===== src/rtl/wti_pkg.sv =====
package wti_pkg;

    typedef enum logic [1:0] {
        SEQ_IDLE = 2'd0,
        SEQ_ARB  = 2'd1,
        SEQ_WAIT = 2'd2
    } seq_state_t;

    // True when a snooped transaction is a write issued by some other agent.
    function automatic logic foreign_write(input logic vld, input logic we,
                                           input int unsigned src, input int unsigned own);
        return vld && we && (src != own);
    endfunction

endpackage


===== src/rtl/wti_line_store.sv =====
module wti_line_store #(
    parameter int IDX_W = 2,
    parameter int TAG_W = 6,
    parameter int DW    = 16
) (
    input  logic             clk,
    input  logic             rst,
    // processor lookup port
    input  logic [IDX_W-1:0] p_idx,
    input  logic [TAG_W-1:0] p_tag,
    output logic             p_hit,
    output logic [DW-1:0]    p_data,
    // snoop lookup port
    input  logic [IDX_W-1:0] s_idx,
    input  logic [TAG_W-1:0] s_tag,
    input  logic             s_kill_req,
    output logic             s_hit,
    // fill after a load miss
    input  logic             fill_en,
    input  logic [IDX_W-1:0] fill_idx,
    input  logic [TAG_W-1:0] fill_tag,
    input  logic [DW-1:0]    fill_data,
    // word update on a granted store hit
    input  logic             upd_en,
    input  logic [IDX_W-1:0] upd_idx,
    input  logic [DW-1:0]    upd_data
);
    localparam int NLINES = 1 << IDX_W;

    typedef struct packed {
        logic             valid;
        logic [TAG_W-1:0] tag;
        logic [DW-1:0]    word;
    } line_t;

    line_t ent [NLINES];

    // Two independent read ports: processor and snoop never contend.
    assign p_hit  = ent[p_idx].valid && (ent[p_idx].tag == p_tag);
    assign p_data = ent[p_idx].word;
    assign s_hit  = ent[s_idx].valid && (ent[s_idx].tag == s_tag);

    for (genvar g = 0; g < NLINES; g++) begin : g_line
        line_t q;
        logic  fill_here, upd_here, kill_here;

        assign fill_here = fill_en && (fill_idx == IDX_W'(g));
        assign upd_here  = upd_en  && (upd_idx  == IDX_W'(g));
        // Invalidation is judged against the line as it stands after any local write.
        assign kill_here = s_kill_req && (s_idx == IDX_W'(g)) &&
                           (fill_here ? (fill_tag == s_tag) : s_hit);

        always_ff @(posedge clk) begin
            if (rst) begin
                q <= '0;
            end else begin
                q.valid <= (fill_here || q.valid) && !kill_here;
                if (fill_here) begin
                    q.tag  <= fill_tag;
                    q.word <= fill_data;
                end else if (upd_here) begin
                    q.word <= upd_data;
                end
            end
        end

        assign ent[g] = q;
    end

    // a fill and a store update are never requested together
    p_single_write_r6: assert property (@(posedge clk) disable iff (rst)
        !(fill_en && upd_en))
        else $error("fill and update requested in one cycle");

endmodule


===== src/rtl/wti_req_seq.sv =====
module wti_req_seq
    import wti_pkg::*;
(
    input  logic clk,
    input  logic rst,
    input  logic cpu_valid,
    input  logic cpu_write,
    input  logic p_hit,
    input  logic bus_gnt,
    input  logic bus_done,
    output logic cpu_ready,
    output logic bus_req,
    output logic bus_act,
    output logic sel_bus,
    output logic fill_en,
    output logic upd_en
);
    seq_state_t st, st_nx;

    always_comb begin
        st_nx = st;
        unique case (st)
            SEQ_IDLE: if (cpu_valid && (cpu_write || !p_hit)) st_nx = SEQ_ARB;
            SEQ_ARB:  if (bus_gnt)  st_nx = SEQ_WAIT;
            SEQ_WAIT: if (bus_done) st_nx = SEQ_IDLE;
            default:  st_nx = SEQ_IDLE;
        endcase
    end

    always_ff @(posedge clk) begin
        if (rst) st <= SEQ_IDLE;
        else     st <= st_nx;
    end

    assign bus_req   = (st == SEQ_ARB);
    assign bus_act   = (st != SEQ_IDLE);
    assign sel_bus   = (st == SEQ_WAIT);
    assign cpu_ready = ((st == SEQ_IDLE) && cpu_valid && !cpu_write && p_hit) ||
                       ((st == SEQ_WAIT) && bus_done);
    assign upd_en    = (st == SEQ_ARB) && bus_gnt && cpu_write && p_hit;
    assign fill_en   = (st == SEQ_WAIT) && bus_done && !cpu_write;

endmodule


===== src/rtl/wti_snoop_filter.sv =====
module wti_snoop_filter
    import wti_pkg::*;
#(
    parameter int IDW      = 2,
    parameter int AGENT_ID = 1
) (
    input  logic           snp_valid,
    input  logic           snp_write,
    input  logic [IDW-1:0] snp_id,
    output logic           kill_req
);
    assign kill_req = foreign_write(snp_valid, snp_write, int'(snp_id), AGENT_ID);
endmodule


===== src/rtl/wti_snoop_ctrl.sv =====
module wti_snoop_ctrl #(
    parameter int AW       = 8,
    parameter int DW       = 16,
    parameter int IDX_W    = 2,
    parameter int IDW      = 2,
    parameter int AGENT_ID = 1
) (
    input  logic           clk,
    input  logic           rst,
    input  logic           cpu_valid,
    input  logic           cpu_write,
    input  logic [AW-1:0]  cpu_addr,
    input  logic [DW-1:0]  cpu_wdata,
    output logic           cpu_ready,
    output logic [DW-1:0]  cpu_rdata,
    output logic           bus_req,
    input  logic           bus_gnt,
    output logic           bus_we,
    output logic [AW-1:0]  bus_addr,
    output logic [DW-1:0]  bus_wdata,
    output logic [IDW-1:0] bus_src,
    input  logic [DW-1:0]  bus_rdata,
    input  logic           bus_done,
    input  logic           snp_valid,
    input  logic           snp_write,
    input  logic [AW-1:0]  snp_addr,
    input  logic [IDW-1:0] snp_id
);
    localparam int TAG_W = AW - IDX_W;

    logic             p_hit, s_hit, kill_req;
    logic [DW-1:0]    p_data;
    logic             bus_act, sel_bus, fill_en, upd_en;
    logic [IDX_W-1:0] c_idx, s_idx;
    logic [TAG_W-1:0] c_tag, s_tag;

    assign c_idx = cpu_addr[IDX_W-1:0];
    assign c_tag = cpu_addr[AW-1:IDX_W];
    assign s_idx = snp_addr[IDX_W-1:0];
    assign s_tag = snp_addr[AW-1:IDX_W];

    wti_req_seq u_seq (
        .clk(clk), .rst(rst),
        .cpu_valid(cpu_valid), .cpu_write(cpu_write), .p_hit(p_hit),
        .bus_gnt(bus_gnt), .bus_done(bus_done),
        .cpu_ready(cpu_ready), .bus_req(bus_req), .bus_act(bus_act),
        .sel_bus(sel_bus), .fill_en(fill_en), .upd_en(upd_en)
    );

    wti_snoop_filter #(.IDW(IDW), .AGENT_ID(AGENT_ID)) u_filt (
        .snp_valid(snp_valid), .snp_write(snp_write), .snp_id(snp_id),
        .kill_req(kill_req)
    );

    wti_line_store #(.IDX_W(IDX_W), .TAG_W(TAG_W), .DW(DW)) u_store (
        .clk(clk), .rst(rst),
        .p_idx(c_idx), .p_tag(c_tag), .p_hit(p_hit), .p_data(p_data),
        .s_idx(s_idx), .s_tag(s_tag), .s_kill_req(kill_req), .s_hit(s_hit),
        .fill_en(fill_en), .fill_idx(c_idx), .fill_tag(c_tag), .fill_data(bus_rdata),
        .upd_en(upd_en), .upd_idx(c_idx), .upd_data(cpu_wdata)
    );

    assign bus_we    = bus_act && cpu_write;
    assign bus_addr  = bus_act ? cpu_addr : '0;
    assign bus_wdata = (bus_act && cpu_write) ? cpu_wdata : '0;
    assign bus_src   = IDW'(AGENT_ID);
    assign cpu_rdata = sel_bus ? bus_rdata : p_data;

    // a granted request is released on the next cycle
    p_gnt_release_r10: assert property (@(posedge clk) disable iff (rst)
        bus_req && bus_gnt |=> !bus_req)
        else $error("request held after grant");

    // a pending request keeps its address and direction
    p_req_hold_r3: assert property (@(posedge clk) disable iff (rst)
        bus_req && !bus_gnt |=> bus_req && $stable(bus_addr) && $stable(bus_we))
        else $error("pending request changed");

    // completion never coincides with an open bus request
    p_ready_no_req_r2: assert property (@(posedge clk) disable iff (rst)
        cpu_ready |-> !bus_req)
        else $error("completion while requesting");

    // a store completes only with the bus completion strobe
    p_store_done_r5: assert property (@(posedge clk) disable iff (rst)
        cpu_valid && cpu_ready && cpu_write |-> bus_done)
        else $error("store completed without bus");

endmodule


===== config.mk =====
export PLATFORM = sky130hd
export DESIGN_NAME = wti_snoop_ctrl
export DESIGN_NICKNAME = d
export VERILOG_FILES = /design/src/rtl/wti_pkg.sv /design/src/rtl/wti_line_store.sv /design/src/rtl/wti_req_seq.sv /design/src/rtl/wti_snoop_filter.sv /design/src/rtl/wti_snoop_ctrl.sv
export SDC_FILE = /design/constraint.sdc
export NUM_CORES = 1
export LEC_CHECK = 0
export CAP_MARGIN = 20
export CORE_AREA = 2 2 114 127
export CTS_CLUSTER_SIZE = 16
export DETAILED_ROUTE_END_ITERATION = 8
export DIE_AREA = 0 0 116 129
export PLACE_DENSITY_LB_ADDON = 0.25
export SYNTH_ARGS = -nofsm -noshare
export SYNTH_HDL_FRONTEND = slang
export SYNTH_HIERARCHICAL = 1
export SYNTH_SLANG_ARGS = --single-unit

===== constraint.sdc =====
create_clock -name clk -period 5 [get_ports clk]
set_input_delay 1.5 -clock clk [delete_from_list [all_inputs] [get_ports clk]]
set_output_delay 1.5 -clock clk [all_outputs]
set_load 0.01 [all_outputs]

* Word-level counts from Yosys, hierarchy flattened
Index checks and enable logic that the tools add are counted.
** Word-level totals
- Register bits after elaboration :: 94
- Input port bits :: 58
** Cells by class
- Order comparisons :: 2
- Equality and inequality tests :: 15
- Muxes and demuxes :: 25
- Bitwise logic cells :: 2
- Reductions and logical operators :: 55
** Operators by type and width (count)
- $mux W16 :: 10
- $bmux W23 S2 :: 2
- $mux W23 :: 4
- $logic_and A1 B1 Y1 :: 34
- $eq A6 B6 Y1 :: 3
- $eq A2 B2 Y1 const B :: 5
- $reduce_bool A2 Y1 :: 5
- $mux W8 :: 1
- $eq A2 B1 Y1 const B :: 3
- $ge A3 B3 Y1 const B :: 2
- $logic_not A1 Y1 :: 6
- $logic_not A2 Y1 :: 3
- $logic_or A1 B1 Y1 :: 6
- $mux W2 :: 3
- $ne A2 B1 Y1 const B :: 3
- $not A2 Y3 :: 2
- $pmux W2 S3 :: 1
- $mux W1 :: 4
- $reduce_and A3 Y1 :: 1
- $ne A2 B2 Y1 const B :: 1

* Longest topological paths before layout
Gate-level depths: netlist of run 1.
- Word-level depth :: 11
- Gate-level depth with buffers :: 12

* Cells and area by module
Netlist of run 1, hierarchy kept.
** Modules (own cells, without submodules)
- wti_line_store :: instances 1, cells each 572, area each 4785.8 um2, seq. area each 1841.8 um2
- wti_snoop_ctrl :: instances 1, cells each 50, area each 439.2 um2, seq. area each 0.0 um2
- wti_req_seq :: instances 1, cells each 18, area each 156.4 um2, seq. area each 40.0 um2
- wti_snoop_filter :: instances 1, cells each 3, area each 16.3 um2, seq. area each 0.0 um2

* Worst setup path after synthesis of run 1
Ideal clock, no wire load.
- Kind :: input to output
- Start point :: in cpu_addr[1]
- End point :: out cpu_ready
- Arrival time :: 3248 ps
- Required time :: 3500 ps
- Slack :: 252 ps
- Stages on the path :: 8
- Buffers on the path :: 2
- Cells stage by stage :: buf_2 buf_2 mux4_2 xor2_1 nor4_1 nor4bb_1 a21oi_1 nor2_1
** On the way
- Longest elaborated chain between the ends :: 8
** RTL lines
- start: declaration :: RTL line wti_snoop_ctrl.sv:12 : input logic [AW-1:0] cpu_addr,
- $not A2 Y3 (implied by the code) (*) :: RTL line wti_line_store.sv:39 : assign p_hit = ent[p_idx].valid && (ent[p_idx].tag == p_tag);
- $bmux W23 S2 (*) :: RTL line wti_line_store.sv:39
- $mux W23 (implied by the code) (*) (2 in series) :: RTL line wti_line_store.sv:39
- $eq A6 B6 Y1 :: RTL line wti_line_store.sv:39
- $logic_and A1 B1 Y1 (*) :: RTL line wti_line_store.sv:39
- net p_hit :: RTL line wti_snoop_ctrl.sv:31 : logic p_hit, s_hit, kill_req;
- $logic_and A1 B1 Y1 (*) :: RTL line wti_req_seq.sv:38 : assign cpu_ready = ((st == SEQ_IDLE) && cpu_valid && !cpu_write && p_hit) ||
- $logic_or A1 B1 Y1 (*) :: RTL line wti_req_seq.sv:38
- end: declaration :: RTL line wti_snoop_ctrl.sv:14 : output logic cpu_ready,
The timed path passes the listed nets; every way through them passes the cells marked *. The select of a mux whose other input is x is not followed.

* Worst setup path in the final report of run 1
- Start point :: in cpu_addr[0]
- End point :: out cpu_ready
Same word-level chain as after synthesis.

==> results of run 1 <==
==> logic make-up after synthesis <==
group | count (synthesis)
and+or+nand+nor | 307
AOI/OAI and AO/OA | 107
DFF | 94
buffers and inverters | 66
muxes | 45
xor gates and xnor gates | 22
other | 2
==> sequential cells by signal, summed over array words and instances (netlist names) <==
signal / cells
u_seq/st: 2
u_store/ent: 92
==> area by class of cell <==
type                            instances  area, sq um  share of cell area
Clock inverter                          4        45.04            0.006509
Multi-Input combinational cell        483         3242              0.4685
Inverter                                6        22.52            0.003254
Sequential cell                        94         1882              0.2719
Tap cell                              188        235.2             0.03399
Timing Repair Buffer                  129         1237              0.1788
Clock buffer                           12        256.5             0.03706
==> cells in the final DEF, fill, tap and decap left out, types with 5 or more instances in the layout <==
master,instances
a21oi_1,25
a311oi_1,64
a31oi_1,5
and2_1,10
and3_1,18
buf_4,27
clkbuf_16,9
clkdlybuf4s50_1,96
dfxtp_1,94
inv_1,5
mux2_2,6
mux2_4,10
mux4_2,26
nand2_1,181
nor2_1,68
xnor2_1,9
xor2_1,12
==> metal layers <==
metal  track usage  share of wire
met1        0.2764           0.41
met2        0.3983           0.50
met3       0.03486          0.059
met4        0.1127          0.028
met5             0              0
==> where the power goes <==
| group | internal [mW] | switching [mW] | leakage (nW) | total [mW] |
|---|---|---|---|---|
| Sequential | 0.752 | 0.00366 | 0.757 | 0.756 |
| Clock | 0.413 | 0.296 | 0.152 | 0.709 |
| Combinational | 0.111 | 0.113 | 1.52 | 0.223 |
| Total | 1.28 | 0.412 | 2.43 | 1.69 |
==> worst max-delay path by stage <==
stage | startpoint | endpoint | slack (ns) | cells past startpoint
6_report | cpu_addr[0] | cpu_ready | 0.11 | 10
5_1_grt | cpu_addr[0] | cpu_ready | -0.04 | 10
4_1_cts | cpu_addr[0] | cpu_ready | 0.006 | 10
3_5_place_dp | cpu_addr[0] | cpu_ready | -0.52 | 10
3_3_place_gp | cpu_addr[0] | cpu_ready | -0.55 | 10
2_1_floorplan | cpu_addr[1] | cpu_ready | 0.25 | 8
==> worst max-delay path: stages <==
cell             delay [ns]
buf_6                  0.13
mux4_2                 0.55
xnor2_2                0.16
nand4_1                0.13
nor4_2                 0.21
buf_4                  0.17
nor4bb_4               0.17
a21oi_1                0.06
nor2_1                 0.09
clkdlybuf4s15_2        0.22
==> stage by stage <==
stage / utilization / hold WS, ns / power [mW]
4_1_cts: 0.5057 / 0.4754 / 1.698
3_3_place_gp: 0.4815 / 0.4569 / 0.9893
6_report: 0.5079 / 0.4747 / 1.688
2_1_floorplan: - / 0.4415 / 0.8723
5_1_grt: 0.5079 / 0.4982 / 1.740
3_5_place_dp: 0.4815 / 0.4682 / 0.9928
==> timing repair <==
action | 4_1_cts | 5_1_grt
setup buffers | 1 | 0
cloned | 0 | 0
gates resized for setup | 8 | 5
setup endpoints to repair | 14 | 5
pin swaps | 2 | 2
==> summary.txt, run 1 <==
Global route
  – Grt ovf: 0
  – Number of global-route vias before repair: 5062
  – Global-route wire length before repair: 26280 um
  – Largest net degree at the start of global routing: 51
  – Initial antenna violation count: 0
  – GRT Resource Usage Total: 0.2296

Yosys
  – Post-Synth Simple-Gate Area: 0.2448
  – Synth top area cells: dfxtp_1 (35%), nand2_1 (13%), mux4_2 (11%)
  – Post-synthesis xor/xnor area fraction: 0.03570
  – Largest family of logic cells by synthesized area: simple AND/OR/NAND/NOR gates
  – #FFs+latches synth: 94
  – Synth async-reset ratio: 0
  – Total standard cell area after synthesis: 5398 sq um
  – Sequential area share after synthesis: 0.3486
  – Adder-cell share of the synthesized area: 0
  – Compound-Gate Fraction of Synth Area: 0.1530
  – Count leader, synth: nand2_1
  – Top FF cell, synth: dfxtp_1
  – Top-area cell type share of the netlist area: 0.3486
  – Synth area leader: dfxtp_1
  – Number of enable flip-flop cells after synthesis: 0
  – Post-synth cell types: 46
  – Synth top cells by count: nand2_1 (181), dfxtp_1 (94), nor2_1 (69), a311oi_1 (64), clkbuf_1 (29)
  – Mapped Nets: 701
  – Synth Instances: 643
  – Ys Warns: 6
  – Synthesized area per cell: 8.395 sq um
  – Multiplexer share of the synthesized area: 0.1574

Routing
  – Via-per-instance ratio: 5.611
  – Antenna-violating nets left: 0
  – DRC viols: 0
  – Vias after detailed routing: 5140
  – Routed WL per cell: 18.47 um
  – Drt pass-1 iters: 4
  – Final wirelength: 16920 um
  – Initial DRC Count: 279

Die
  – Die area: 14960 sq um
  – Die Wd: 116 um
  – Std-Cell Rows: 45
  – Starting density of the core: 0.3961
  – IO Pins: 103
  – Die Ht: 129 um
  – Core Region: 13630 sq um

Worst setup path
  – Worst r2r src: u_seq/st[1]
  – Critical Path RT: 3.50 ns
  – Critical path startpoint category: input pin
  – Arrival time at the worst endpoint: 3.39 ns
  – Worst R2R Setup Slack: 1.78 ns
  – Crit path capture type: output port
  – Reg2reg path depth: 7
  – Critical setup path kind: input pin to output port
  – Critical-path maximum fanout: 9
  – Reg-to-Reg End: u_store/ent[76]

Timing
  – Fmax: 0.2044 GHz
  – Setup violations, final: 0
  – Final Max Slew Viols: 0
  – RSZ-0062 raised after global routing: true
  – Relative slew slack: 0.4138
  – PnR worst setup slack: 0.1076 ns
  – Setup TNS: 0 ns
  – Fin crit period: 4.892 ns
  – Actual slew at the worst max-slew pin: 0.8793 ns
  – Final period util: 0.9785
  – Fin. Hold Viols: 0
  – Clk_skew: 0.008976 ns

Status
  – Run status: completed

Placed design
  – # port buffers: 100
  – Placed cells: 899
  – DP Wirelength: 11180 um
  – Area after DPL: 6561 sq um
  – Setup Slack @ Placement: -0.5244 ns
  – Final GP Congestion: 0.9002

Power and ir drop
  – Lkg Pwr: 2.432 nW
  – Max VDD drop: 0.1382 mV
  – PD cells: 243.9 nW/um^2

Finish
  – Layout fillers: 1328
  – Final net count: 781
  – Layout area overhead: 28.21%
  – Post-Layout Cell Count: 916
  – Final instance area: 6920 sq um
  – Layout cells sized above 1: 0.1442
  – Ant diodes: 0

Clock network
  – Clock transition at path regs: 0.07 ns
  – Clk_lat worst skew: 0.36 ns
  – Clk buf depth: 2
  – CTS tree: yes
  – Sink Count: 94
  – # H-tree levels: 3
  – CTS Hold Bufs: 0
  – CTS Root Cell: clkbuf_16
  – Inserted Clock Buffers: 9

Flow run
  – Max-Cap Viols: 0

Min path
  – Worst Hold Depth: 2
  – Endpoint, Worst Hold: u_store/ent[16]
  – Hold Crit Class: register to register
  – HP Start: u_store/ent[16]
Power figures use the tool's default switching activity.
==> run 2, diff against run 1 <==
--- a/config.mk
+++ b/config.mk
@@ -7,10 +7,12 @@
 export LEC_CHECK = 0
 export CAP_MARGIN = 20
 export CORE_AREA = 2 2 114 127
+export CTS_BUF_LIST = sky130_fd_sc_hd__clkbuf_8
 export CTS_CLUSTER_SIZE = 16
 export DETAILED_ROUTE_END_ITERATION = 8
 export DIE_AREA = 0 0 116 129
 export PLACE_DENSITY_LB_ADDON = 0.25
+export SLEW_MARGIN = 20
 export SYNTH_ARGS = -nofsm -noshare
 export SYNTH_HDL_FRONTEND = slang
 export SYNTH_HIERARCHICAL = 1
==> summary.txt, run 2 (synthesis gave the netlist of run 1 again) <==
Status
  – Run status: completed

Finish
  – Layout cells sized above 1: 0.1442 (unchanged)
  – Layout fillers: 1333 (+0.38%)
  – Final net count: 781 (unchanged)
  – Commonest cells after routing, fill and taps aside: nand2_1 (181), clkdlybuf4s50_1 (96), dfxtp_1 (94)
  – Max FFs per register: 92 (unchanged)
  – Ant diodes: 0 (unchanged)
  – Final instance area: 6819 sq um (-1.5%)
  – Post-Layout Cell Count: 916 (unchanged)
  – Commonest non-fill, non-tap cell in the layout: nand2_1
  – Layout area overhead: 26.33%

Timing
  – Final period util: 0.9777 (about the same)
  – RSZ-0062 raised after global routing: true
  – Relative slew slack: 0.4251 (+0.01133)
  – Fmax: 0.2046 GHz (about the same)
  – Fin. Hold Viols: 0 (unchanged)
  – Clk_skew: 0.01022 ns (+0.001240 ns)
  – Fin crit period: 4.889 ns (-0.003724 ns)
  – Setup violations, final: 0 (unchanged)
  – Final Max Slew Viols: 0 (unchanged)
  – Actual slew at the worst max-slew pin: 0.8623 ns (-0.01699 ns)

Die
  – Core Region: 13630 sq um (unchanged)
  – Starting density of the core: 0.3961 (unchanged)
  – Die Wd: 116 um (unchanged)
  – IO Pins: 103 (unchanged)
  – Die Ht: 129 um (unchanged)
  – Die area: 14960 sq um (unchanged)
  – Std-Cell Rows: 45 (unchanged)

Routing
  – Drt pass-1 iters: 4 (unchanged)
  – Vias after detailed routing: 5165 (+0.49%)
  – Via-per-instance ratio: 5.639 (+0.49%)
  – Final wirelength: 16870 um (-0.25%)
  – Antenna-violating nets left: 0 (unchanged)
  – DRC viols: 0 (unchanged)
  – Routed WL per cell: 18.42 um (-0.25%)
  – Initial DRC Count: 252 (-9.7%)

Global route
  – Initial antenna violation count: 0 (unchanged)
  – Number of global-route vias before repair: 5116 (+1.1%)
  – Largest net degree at the start of global routing: 51 (unchanged)
  – GRT Resource Usage Total: 0.2286 (-0.001008)
  – Global-route wire length before repair: 26290 um (about the same)
  – Grt ovf: 0 (unchanged)

Placed design
  – Final GP Congestion: 0.9002 (unchanged)
  – Placed cells: 899 (unchanged)
  – DP Wirelength: 11180 um (unchanged)
  – Area after DPL: 6561 sq um (unchanged)
  – # port buffers: 100 (unchanged)

Clock network
  – CTS Root Cell: clkbuf_8
  – CTS tree: yes
  – Clk_lat worst skew: 0.38 ns (+0.02 ns)
  – Inserted Clock Buffers: 9 (unchanged)
  – Clock transition at path regs: 0.09 ns (+0.02 ns)
  – CTS Hold Bufs: 0 (unchanged)
  – Sink Count: 94 (unchanged)
  – Clk buf depth: 2 (unchanged)
  – # H-tree levels: 3 (unchanged)

Min path
  – Hold Crit Class: register to register

Power and ir drop
  – Lkg Pwr: 2.390 nW (-1.7%)
  – Max VDD drop: 0.1148 mV (-17%)
  – PD cells: 220.4 nW/um^2 (-9.7%)

Worst setup path
  – Critical path startpoint category: input pin
  – Critical setup path kind: input pin to output port
  – Arrival time at the worst endpoint: 3.39 ns (about the same)
  – Critical Path RT: 3.50 ns (about the same)
  – Critical-path maximum fanout: 18 (+9)
  – Crit path capture type: output port

Flow run
  – Max-Cap Viols: 0 (unchanged)
-- run 2: worst paths after layout --
kind | start | to | slack, ns | cells past startpoint
setup / recovery | cpu_addr[1] | cpu_rdata[11] | 0.11 | 6
hold / removal | u_store/ent[16] | u_store/ent[16] | 0.48 | 2
setup reg to reg | u_seq/st[1] | u_store/ent[76] | 1.77 | 7
hold reg to reg | u_store/ent[16] | u_store/ent[16] | 0.48 | 2
-- run 2: cell type report --
type / instances / area, sq um / area share
tap: 188 / 235.2 / 0.03450
sequential: 94 / 1882 / 0.2760
inverter: 6 / 22.52 / 0.003303
clock buffer: 11 / 151.4 / 0.02220
timing repair buffer: 129 / 1237 / 0.1815
multi-input combinational: 483 / 3242 / 0.4754
clock inverter: 5 / 48.80 / 0.007156
-- run 2: what timing repair did --
action	4_1_cts	5_1_grt
resized for setup	8	5
setup endpoints to repair	14	5
buffers inserted	1	0
pin swaps	2	2
hold endpoints to repair	0	0
cloned	0	0
-- run 2: power breakdown --
group	switching [mW]	internal, mW
Combinational	0.112	0.111
Sequential	0.00371	0.752
Clock	0.270	0.254
Total	0.386	1.12
-- run 2: critical path, stage by stage --
cell	delay (ns)
buf_4	0.12
buf_4	0.20
buf_8	0.25
mux4_2	0.54
mux2_4	0.28
clkdlybuf4s50_1	0.48
-- run 2: layer usage --
layer / vias to the layer above / routed length (um) / global-route usage
li1: 2440 / - / -
met1: 2462 / 6977 / 0.2763
met2: 222 / 8397 / 0.3963
met3: 41 / 1046 / 0.03391
met4: 0 / 453 / 0.1113
met5: - / 0 / 0
-- run 2: through the flow --
stage / power, mW / worst slack, ns / TNS (ns) / util / hold WS [ns]
floorplan: 0.8723 / 0.2524 / 0 / - / 0.4415
global placement: 0.9893 / -0.5471 / -1.478 / 0.4815 / 0.4569
detailed placement: 0.9928 / -0.5244 / -1.839 / 0.4815 / 0.4682
CTS: 1.515 / 0.006071 / 0 / 0.4983 / 0.4797
global route: 1.562 / -0.01275 / -0.01275 / 0.5005 / 0.5029
finish: 1.503 / 0.1113 / 0 / 0.5005 / 0.4793
==> run 3, diff against run 2 <==
--- a/config.mk
+++ b/config.mk
@@ -11,7 +11,6 @@
 export CTS_CLUSTER_SIZE = 16
 export DETAILED_ROUTE_END_ITERATION = 8
 export DIE_AREA = 0 0 116 129
-export PLACE_DENSITY_LB_ADDON = 0.25
 export SLEW_MARGIN = 20
 export SYNTH_ARGS = -nofsm -noshare
 export SYNTH_HDL_FRONTEND = slang
==> summary.txt, run 3 (synthesis gave the netlist of run 1 again) <==
Min path
  – Hold Crit Class: register to register
  – Worst Hold Depth: 2 (unchanged)

Worst setup path
  – Crit path capture type: output port
  – Family with the most delay on the worst path: buffers and inverters
  – WP depth: 6 (unchanged)
  – Arrival time at the worst endpoint: 3.38 ns (about the same)
  – Critical Path RT: 3.50 ns (about the same)
  – Critical setup path kind: input pin to output port
  – Reg2reg path depth: 7 (unchanged)
  – CP Cell Sequence: buf_2 -> buf_4 -> buf_6 -> mux4_2 -> mux2_4 -> clkdlybuf4s50_1
  – Slowest CP cell: mux4_2
  – Crit path buffers/inverters: 4 (unchanged)
  – Critical-path maximum fanout: 25 (+7)
  – Max stage delay on crit path: 0.56 ns (+0.02 ns)
  – Critical path startpoint category: input pin

Routing
  – Via-per-instance ratio: 5.607 (-0.56%)
  – Vias after detailed routing: 5136 (-0.56%)
  – Drt pass-1 iters: 5 (+1)
  – Initial DRC Count: 308 (+22%)
  – Final wirelength: 16960 um (+0.51%)
  – DRC viols: 0 (unchanged)
  – Routed WL per cell: 18.52 um (+0.51%)
  – Antenna-violating nets left: 0 (unchanged)

Global route
  – Largest net degree at the start of global routing: 51 (unchanged)
  – Global-route wire length before repair: 26560 um (+1.0%)
  – Initial antenna violation count: 2 (+2)
  – GRT Resource Usage Total: 0.2312 (+0.002615)
  – Number of global-route vias before repair: 5025 (-1.8%)
  – Grt ovf: 0 (unchanged)

Finish
  – Area occupied by multi-input gates: 3242 sq um (unchanged)
  – Max FFs per register: 92 (unchanged)
  – Register Area: 1882 sq um (unchanged)
  – Layout cells sized above 1: 0.1444 (+0.0001984)
  – Final Util: 0.5047 (+0.004224)
  – Layout fillers: 1344 (+0.83%)
  – Commonest cells after routing, fill and taps aside: nand2_1 (181), clkdlybuf4s50_1 (96), dfxtp_1 (94)
  – Post-Layout Cell Count: 916 (unchanged)
  – Commonest non-fill, non-tap cell in the layout: nand2_1
  – Final net count: 780 (-0.13%)
  – Layout area overhead: 27.40%

Placed design
  – # port buffers: 100 (unchanged)
  – Final GP Congestion: 0.8932 (-0.78%)
  – Setup Slack @ Placement: -0.4619 ns (+0.06249 ns)
  – Placed cells: 898 (-0.11%)
  – DP Wirelength: 11080 um (-0.85%)

Die
  – IO Pins: 103 (unchanged)
  – Die area: 14960 sq um (unchanged)
  – Die Ht: 129 um (unchanged)
  – Std-Cell Rows: 45 (unchanged)
  – Core Region: 13630 sq um (unchanged)
  – Starting density of the core: 0.3961 (unchanged)
  – Die Wd: 116 um (unchanged)

Clock network
  – Clock transition at path regs: 0.09 ns (about the same)
  – # H-tree levels: 3 (unchanged)
  – Inserted Clock Buffers: 9 (unchanged)
  – Sink Count: 94 (unchanged)
  – CTS tree: yes
  – Clk buf depth: 2 (unchanged)
  – CTS Root Cell: clkbuf_8
  – Clk_lat worst skew: 0.38 ns (about the same)
  – CTS Hold Bufs: 0 (unchanged)

Timing
  – Fmax: 0.2048 GHz (+0.12%)
  – PnR worst setup slack: 0.1170 ns (+0.005708 ns)
  – Hold slack: 0.4792 ns (-0.0001190 ns)
  – Fin. Hold Viols: 0 (unchanged)
  – Final Max Slew Viols: 0 (unchanged)
  – Relative slew slack: 0.4179 (-0.007207)
  – Final period util: 0.9766 (-0.001142)
  – Actual slew at the worst max-slew pin: 0.8731 ns (+0.01081 ns)
  – Clk_skew: 0.01388 ns (+0.003662 ns)
  – Setup violations, final: 0 (unchanged)
  – Fin crit period: 4.883 ns (-0.005708 ns)

Power and ir drop
  – Total power: 1.606 mW (+6.8%)
  – Clk pwr share: 0.390 (+0.041)
  – Sw frac: 0.2482 (-0.008621)
  – Power Internal: 1.207 mW (+8.1%)
  – Proportion of power drawn by flip-flops and latches: 0.470 (-0.033)
  – Max VDD drop: 0.1239 mV (+7.9%)
  – Comb pwr share: 0.139 (-0.009)
  – Lkg Pwr: 2.406 nW (+0.69%)
  – PD cells: 233.5 nW/um^2 (+6.0%)
  – Net switching power: 398.5 uW (+3.3%)

Flow run
  – Max-Cap Viols: 0 (unchanged)

Status
  – Run status: completed
[run 3: layer usage]
layer	track usage	part of all wire
met5	0	0
met4	0.09804	0.028
met3	0.04286	0.066
met2	0.3953	0.49
met1	0.2850	0.42
[run 3: through the flow]
step                cell area, sq um   TNS [ns]
floorplan                       5398          0
global placement                6579    -0.5255
detailed placement              6579    -0.6605
CTS                             6842          0
global route                    6877  -0.003882
finish                          6877          0
[run 3: worst paths after layout]
path	start	end	slack, ns
setup / recovery	cpu_addr[1]	cpu_rdata[12]	0.12
hold / removal	u_store/ent[21]	u_store/ent[21]	0.48
setup reg to reg	u_seq/st[1]	u_store/ent[57]	1.81
hold reg to reg	u_store/ent[21]	u_store/ent[21]	0.48
[run 3: cell type report]
| class | count | share of cell area |
|---|---|---|
| sequential | 94 | 0.2737 |
| multi-input combinational | 483 | 0.4714 |
| inverter | 6 | 0.003275 |
| clock buffer | 10 | 0.02001 |
| antenna | 1 | 0.0003639 |
| tap | 188 | 0.03421 |
| clock inverter | 6 | 0.01583 |
| timing repair buffer | 128 | 0.1812 |
[run 3: power by group through the flow]
stage / Clock [mW] / Combinational (mW) / Sequential (mW)
5_1_grt: 0.667 / 0.241 / 0.756
4_1_cts: 0.637 / 0.223 / 0.755
2_1_floorplan: 0 / 0.101 / 0.772
3_3_place_gp: 0 / 0.218 / 0.772
6_report: 0.627 / 0.224 / 0.755
3_5_place_dp: 0 / 0.221 / 0.773
[run 3: repair_timing]
item	CTS	global route
setup buffers	0	1
pin swaps	0	1
hold endpoints to repair	0	0
cloned	0	0
setup endpoints to repair	10	2
gates resized for setup	6	7
[run 3: tightest hold or removal path: cells and delay by family, from the launching register on]
kind	cells	cell delay (ns)
AO/OA/AOI/OAI	1	0.05
AND/OR/NAND/NOR	1	0.05
flip-flops	1	0.33
